### config.mk
export PLATFORM = sky130hd
export DESIGN_NAME = sio_expander
export DESIGN_NICKNAME = d
export VERILOG_FILES = /design/src/rtl/sio_pkg.sv /design/src/rtl/sio_timebase.sv /design/src/rtl/sio_shifter.sv /design/src/rtl/sio_expander.sv
export SDC_FILE = /design/constraint.sdc
export NUM_CORES = 1
export LEC_CHECK = 0
export ABC_AREA = 0
export BUFFER_PORTS_ARGS = -buffer_cell sky130_fd_sc_hd__buf_2
export CORE_AREA = 2 2 53 55
export DETAILED_ROUTE_END_ITERATION = 6
export DIE_AREA = 0 0 55 57
export MAX_ROUTING_LAYER = met4
export PLACE_DENSITY = 0.82
export SKIP_LAST_GASP = 1
export SYNTH_ARGS = -nofsm -noshare
export SYNTH_HDL_FRONTEND = slang
export SYNTH_SLANG_ARGS = --single-unit
### constraint.sdc
create_clock -name clk -period 2.2 [get_ports clk]
set_input_delay 0.22 -clock clk [delete_from_list [all_inputs] [get_ports clk]]
set_output_delay 0.22 -clock clk [all_outputs]
set_load 0.005 [all_outputs]
### src/rtl/sio_pkg.sv
package sio_pkg;
    typedef enum logic [1:0] {
        MODE_IDLE = 2'd0,
        MODE_TX   = 2'd1,
        MODE_RX   = 2'd2
    } sio_mode_e;
endpackage

### src/rtl/sio_timebase.sv
module sio_timebase #(
    parameter int DIV = 12
) (
    input  logic clk,
    input  logic rst_n,
    input  logic run,
    output logic low_phase,
    output logic sample,
    output logic bit_end
);
    localparam int HALF = DIV / 2;
    localparam int CW   = $clog2(DIV);

    typedef struct packed {
        logic [CW-1:0] div;
    } tb_state_t;

    tb_state_t st_d, st_q;

    always_comb begin
        st_d = st_q;
        if (!run || st_q.div == CW'(DIV - 1))
            st_d.div = '0;
        else
            st_d.div = st_q.div + 1'b1;
    end

    always_ff @(posedge clk or negedge rst_n) begin
        if (!rst_n) st_q <= '0;
        else        st_q <= st_d;
    end

    assign low_phase = st_q.div < CW'(HALF);
    assign sample    = st_q.div == CW'(HALF - 1);
    assign bit_end   = st_q.div == CW'(DIV - 1);

    // the period counter wraps to zero after the last cycle of a bit
    p_wrap_r3: assert property (@(posedge clk) disable iff (!rst_n)
        bit_end |=> st_q.div == '0);
    // an idle timebase never advances
    p_hold_r3: assert property (@(posedge clk) disable iff (!rst_n)
        !run |=> st_q.div == '0);
endmodule

### src/rtl/sio_shifter.sv
module sio_shifter #(
    parameter int W = 8
) (
    input  logic         clk,
    input  logic         rst_n,
    input  logic         load,
    input  logic [W-1:0] load_val,
    input  logic         take_in,
    input  logic         din,
    input  logic         push_out,
    input  logic         bit_end,
    output logic         last_bit,
    output logic         lsb,
    output logic [W-1:0] word
);
    localparam int BW = $clog2(W);

    typedef struct packed {
        logic [W-1:0]  sr;
        logic [BW-1:0] cnt;
    } sh_state_t;

    sh_state_t st_d, st_q;

    always_comb begin
        st_d = st_q;
        if (load) begin
            st_d.sr  = load_val;
            st_d.cnt = '0;
        end else begin
            if (take_in)
                st_d.sr = {din, st_q.sr[W-1:1]};
            else if (push_out)
                st_d.sr = {1'b0, st_q.sr[W-1:1]};
            if (bit_end)
                st_d.cnt = st_q.cnt + 1'b1;
        end
    end

    always_ff @(posedge clk or negedge rst_n) begin
        if (!rst_n) st_q <= '0;
        else        st_q <= st_d;
    end

    assign last_bit = st_q.cnt == BW'(W - 1);
    assign lsb      = st_q.sr[0];
    assign word     = st_q.sr;

    // a loaded transfer begins at bit zero
    p_load_r2: assert property (@(posedge clk) disable iff (!rst_n)
        load |=> st_q.cnt == '0);
endmodule

### src/rtl/sio_expander.sv
module sio_expander #(
    parameter int W   = 8,
    parameter int DIV = 12
) (
    input  logic         clk,
    input  logic         rst_n,
    input  logic         wr_en,
    input  logic [W-1:0] wr_data,
    input  logic         rx_start,
    output logic [W-1:0] rx_data,
    output logic         done,
    output logic         sclk,
    output logic         sdat_o,
    output logic         sdat_oe,
    input  logic         sdat_i
);
    import sio_pkg::*;

    typedef struct packed {
        sio_mode_e    mode;
        logic         done;
        logic [W-1:0] rxb;
    } top_state_t;

    top_state_t st_d, st_q;

    logic         busy, low_phase, sample, bit_end, last_bit, lsb;
    logic         start_tx, start_rx, finish;
    logic [W-1:0] word;

    assign busy     = st_q.mode != MODE_IDLE;
    assign start_tx = !busy && wr_en;
    assign start_rx = !busy && rx_start && !wr_en;
    assign finish   = busy && bit_end && last_bit;

    sio_timebase #(.DIV(DIV)) u_tb (
        .clk       (clk),
        .rst_n     (rst_n),
        .run       (busy),
        .low_phase (low_phase),
        .sample    (sample),
        .bit_end   (bit_end)
    );

    sio_shifter #(.W(W)) u_sh (
        .clk      (clk),
        .rst_n    (rst_n),
        .load     (start_tx || start_rx),
        .load_val (start_tx ? wr_data : '0),
        .take_in  (st_q.mode == MODE_RX && sample),
        .din      (sdat_i),
        .push_out (st_q.mode == MODE_TX && bit_end),
        .bit_end  (busy && bit_end),
        .last_bit (last_bit),
        .lsb      (lsb),
        .word     (word)
    );

    always_comb begin
        st_d = st_q;
        if (start_tx) begin
            st_d.mode = MODE_TX;
            st_d.done = 1'b0;
        end else if (start_rx) begin
            st_d.mode = MODE_RX;
            st_d.done = 1'b0;
        end else if (finish) begin
            st_d.mode = MODE_IDLE;
            st_d.done = 1'b1;
            if (st_q.mode == MODE_RX)
                st_d.rxb = word;
        end
    end

    always_ff @(posedge clk or negedge rst_n) begin
        if (!rst_n) begin
            st_q.mode <= MODE_IDLE;
            st_q.done <= 1'b0;
            st_q.rxb  <= '0;
        end else begin
            st_q <= st_d;
        end
    end

    assign sclk    = busy ? !low_phase : 1'b1;
    assign sdat_oe = st_q.mode == MODE_TX;
    assign sdat_o  = sdat_oe && lsb;
    assign done    = st_q.done;
    assign rx_data = st_q.rxb;

    // an idle port holds the clock high and releases the data pin
    p_idle_release_r1: assert property (@(posedge clk) disable iff (!rst_n)
        !busy |-> sclk && !sdat_oe);
    // the data pin is never driven during a receive
    p_rx_tristate_r4: assert property (@(posedge clk) disable iff (!rst_n)
        st_q.mode == MODE_RX |-> !sdat_oe);
    // done only rises at the end of a transfer
    p_done_end_r5: assert property (@(posedge clk) disable iff (!rst_n)
        $rose(done) |-> $past(busy) && !busy);
    // a running transfer keeps its direction until it finishes
    p_ignore_r6: assert property (@(posedge clk) disable iff (!rst_n)
        busy && !finish |=> st_q.mode == $past(st_q.mode));
    // a transmit leaves the received byte alone
    p_rx_keep_r8: assert property (@(posedge clk) disable iff (!rst_n)
        st_q.mode == MODE_TX |=> $stable(rx_data));
endmodule

==> results by group <==
Run status
  – Run status: complete, no violations

Floorplan
  – Core Area: 2620 um2
  – I/O pin total: 25
  – Die Span Y: 57 um
  – Initial cell density of the core: 49.7%
  – Overall die area: 3140 um2
  – Row cnt: 19
  – Die width: 55 um

Clocking
  – Root buffer cell: clkbuf_4
  – CTS-repair resized insts: 0
  – Maximum root-to-sink buffer count: 2
  – Number of buffers inserted by hold repair at cts: 1
  – CTS tree: done
  – Clock H-tree levels: 1
  – CTS buffer count: 3
  – Clock slew at reported path FFs: 0.14 ns
  – Post-CTS setup-driven buffer insertion count: 0
  – Number of sinks on the clock net: 26
  – Insertion delay of the later-clocked pin in the worst-skew pair: 0.31 ns

Finish
  – Area growth syn-to-layout: 12.0%
  – Utilization after layout: 55.7%
  – Fill cell instance count of the final layout: 241
  – Layout Cells excl Fill: 164
  – Antenna Cells: 0
  – Layout cells sized above 1: 35.3%
  – Design area: 1460 um2
  – Number of nets in the finished design: 151

Pwr
  – Power after layout: 1.52 mW
  – Worst-case vdd ir drop: 0.620 mV
  – Leakage power figure: 0.774 nW
  – Pwr Density: 1050 nW/um2

GRT
  – Antenna violations before repair: 0
  – Grt total ovfl: 0
  – Wire length of the first global-routing pass: 3.80 mm
  – GR Util All Layers: 17.2%
  – Pin count of the biggest net entering global routing: 27
  – Vias in the first global route: 816

Routing
  – Routed via count: 888
  – Post-route DRC violation count: 0
  – Initial DRC count: 31
  – Via count normalized by instance count: 5.41
  – Wire length after detailed routing: 2.33 mm
  – First-pass DRT Iterations: 4
  – Routed WL per cell: 14.2 um
  – Number of routed nets with antenna violations: 0

Timing
  – Upper clock frequency limit: 0.542 GHz
  – Headroom to the max-slew limit: 40.8%
  – Final total negative setup slack: 0 ns
  – Worst hold slack after final layout: 0.126 ns
  – Fraction of the cycle the final worst path needs: 83.8%
  – Max-slew violations: 0
  – RSZ-0062 raised after global routing: no
  – Layout Skew: 0.00275 ns
  – Shortest clock period the worst path allows after layout: 1.84 ns
  – Slew at the pin closest to its max-slew limit: 0.879 ns
  – Total setup violations reported at the end of the flow: 0
  – Final worst setup slack: 0.356 ns
  – Hold Fails Final Rpt: 0

Critical path
  – Master of the slowest instance on the critical path: nor3b_4
  – Startpoint Class: flip-flop
  – Cell-by-cell listing of the critical path: ha_1, nand4b_4, nor3b_4, mux2_2
  – Element type at the critical path end: flip-flop
  – Cell class contributing the biggest share of worst-path delay: simple AND/OR/NAND/NOR gates
  – Highest cell delay on the worst timing path: 0.45 ns
  – Crit path required time: 2.42 ns
  – Number of buffer and inverter stages on the critical path: 0
  – Arrival time worst endpoint: 2.06 ns
  – Setup CP Type: reg -> reg
  – Critical-path maximum fanout: 8

Yosys
  – Xor-xnor portion of the synthesized cell area: 0.674%
  – Synthesized area per cell: 11.5 um2
  – Number of distinct library cells after synthesis: 33
  – Synthesized net count: 130
  – Share of synthesized cell area in full adder, half adder and majority cells: 3.85%
  – Area fraction in compound gates after synthesis: 15.0%
  – Total of warnings raised by yosys: 0
  – Area share of and/or/nand/nor cells after synthesis: 14.9%
  – Mux share of post-synthesis cell area: 8.47%
  – Seq cells post-synth: 26
  – Register area share after synthesis: 50.0%
  – Combinational family with the most area after synthesis: compound AO/OA/AOI/OAI gates
  – Cell count after synthesis: 113
  – Syn Std Cell Area: 1300 um2

Placement
  – Area after DPL: 1390 um2
  – Count of port buffers added during placement: 24
  – Routability-driven placement congestion ratio: 0.802
  – Cell Count Post-Placement: 159
  – Pre-CTS worst setup slack: 0.362 ns
  – DP HPWL: 1.72 mm

Job
  – Number of max-capacitance violations reported: 0

Worst hold path
  – Class of the tightest hold or removal check: in -> reg
## power breakdown
group / switching [mW] / internal [mW] / total, mW / leakage [nW]
sequential: 0.165 / 0.621 / 0.785 / 0.329
clock: 0.136 / 0.184 / 0.320 / 0.0279
combinational: 0.182 / 0.236 / 0.418 / 0.417
total: 0.483 / 1.04 / 1.52 / 0.774
## final cells by class
cell class                      instances  area [um2]  area share (%)
Sequential cell                        26         651            44.7
Clock inverter                          1        30.0            2.06
Tap cell                               31        38.8            2.66
Clock buffer                            3        22.5            1.55
Timing Repair Buffer                   27         145            9.97
Multi-Input combinational cell         73         558            38.3
Inverter                                3        11.3           0.773
## cell families after synthesis
family,count (synthesis)
flops,26
simple gates,32
xor+xnor,1
buf+inv,14
fa+ha+maj,4
mux,10
compound gates,26
## state kept, by name, indices dropped and copies added (netlist names)
name / count
done: 1
st_q: 2
u_tb.st_q: 4
rx_data: 8
u_sh.st_q: 3
u_sh.word: 8
## per-layer routing
metal,routed length [um],track usage [%],vias to the layer above
li1,-,-,432
met1,1090,25.2,433
met2,1120,24.5,19
met3,74,1.57,4
met4,40,7.32,0
met5,0,-,-
## tightest hold or removal path, delay by kind of cell
kind	cells	cell delay, ns
AOI/OAI and AO/OA	1	0.05
and+or+nand+nor	1	0.05
buffers and inverters	1	0.10
## worst paths after layout
| path | start | to | slack, ns | cells past startpoint |
|---|---|---|---|---|
| hold / removal | wr_data[0] | u_sh.word[0] | 0.13 | 3 |
| hold reg to reg | u_sh.st_q[0] | u_sh.st_q[0] | 0.49 | 1 |
| setup reg to reg | u_tb.st_q[0] | rx_data[1] | 0.36 | 4 |
| setup / recovery | u_tb.st_q[0] | rx_data[1] | 0.36 | 4 |
| min in group asynchronous | rst_n | u_sh.st_q[2] | 0.42 | 2 |
| max in group asynchronous | rst_n | rx_data[7] | 1.40 | 2 |
## Yosys cell counts, drive strengths merged
master / instances / area [um2]
clkbuf: 1 / 3.75
a22o: 1 / 8.76
o21ai: 11 / 55.1
and4bb: 1 / 12.5
nor2b: 1 / 6.26
nand2: 16 / 60.1
a211o: 1 / 10.0
xnor2: 1 / 8.76
nor2: 5 / 21.3
a21o: 1 / 8.76
a21oi: 1 / 5.00
nor3b: 2 / 26.3
and2b: 1 / 7.51
and3b: 1 / 10.0
ha: 4 / 50.1
o21a: 1 / 7.51
nor3: 3 / 20.0
mux2i: 2 / 20.0
dfrtp: 26 / 651
buf: 10 / 76.3
a32o: 1 / 10.0
inv: 3 / 11.3
a22oi: 2 / 28.8
nand4b: 1 / 23.8
a2bb2oi: 7 / 61.3
and2: 1 / 6.26
mux2: 8 / 90.1
## layout by cell type (no fill, tap or decap), drive strengths merged, types with 2 or more instances in the layout
cell type and instances:
a22oi 2, a2bb2oi 7, buf 26, clkbuf 3
dfrtp 26, ha 4, inv 3, mux2 8
mux2i 2, nand2 16, nor2 5, nor3 3
nor3b 2, o21ai 11
(Power assumes the default switching activity.)
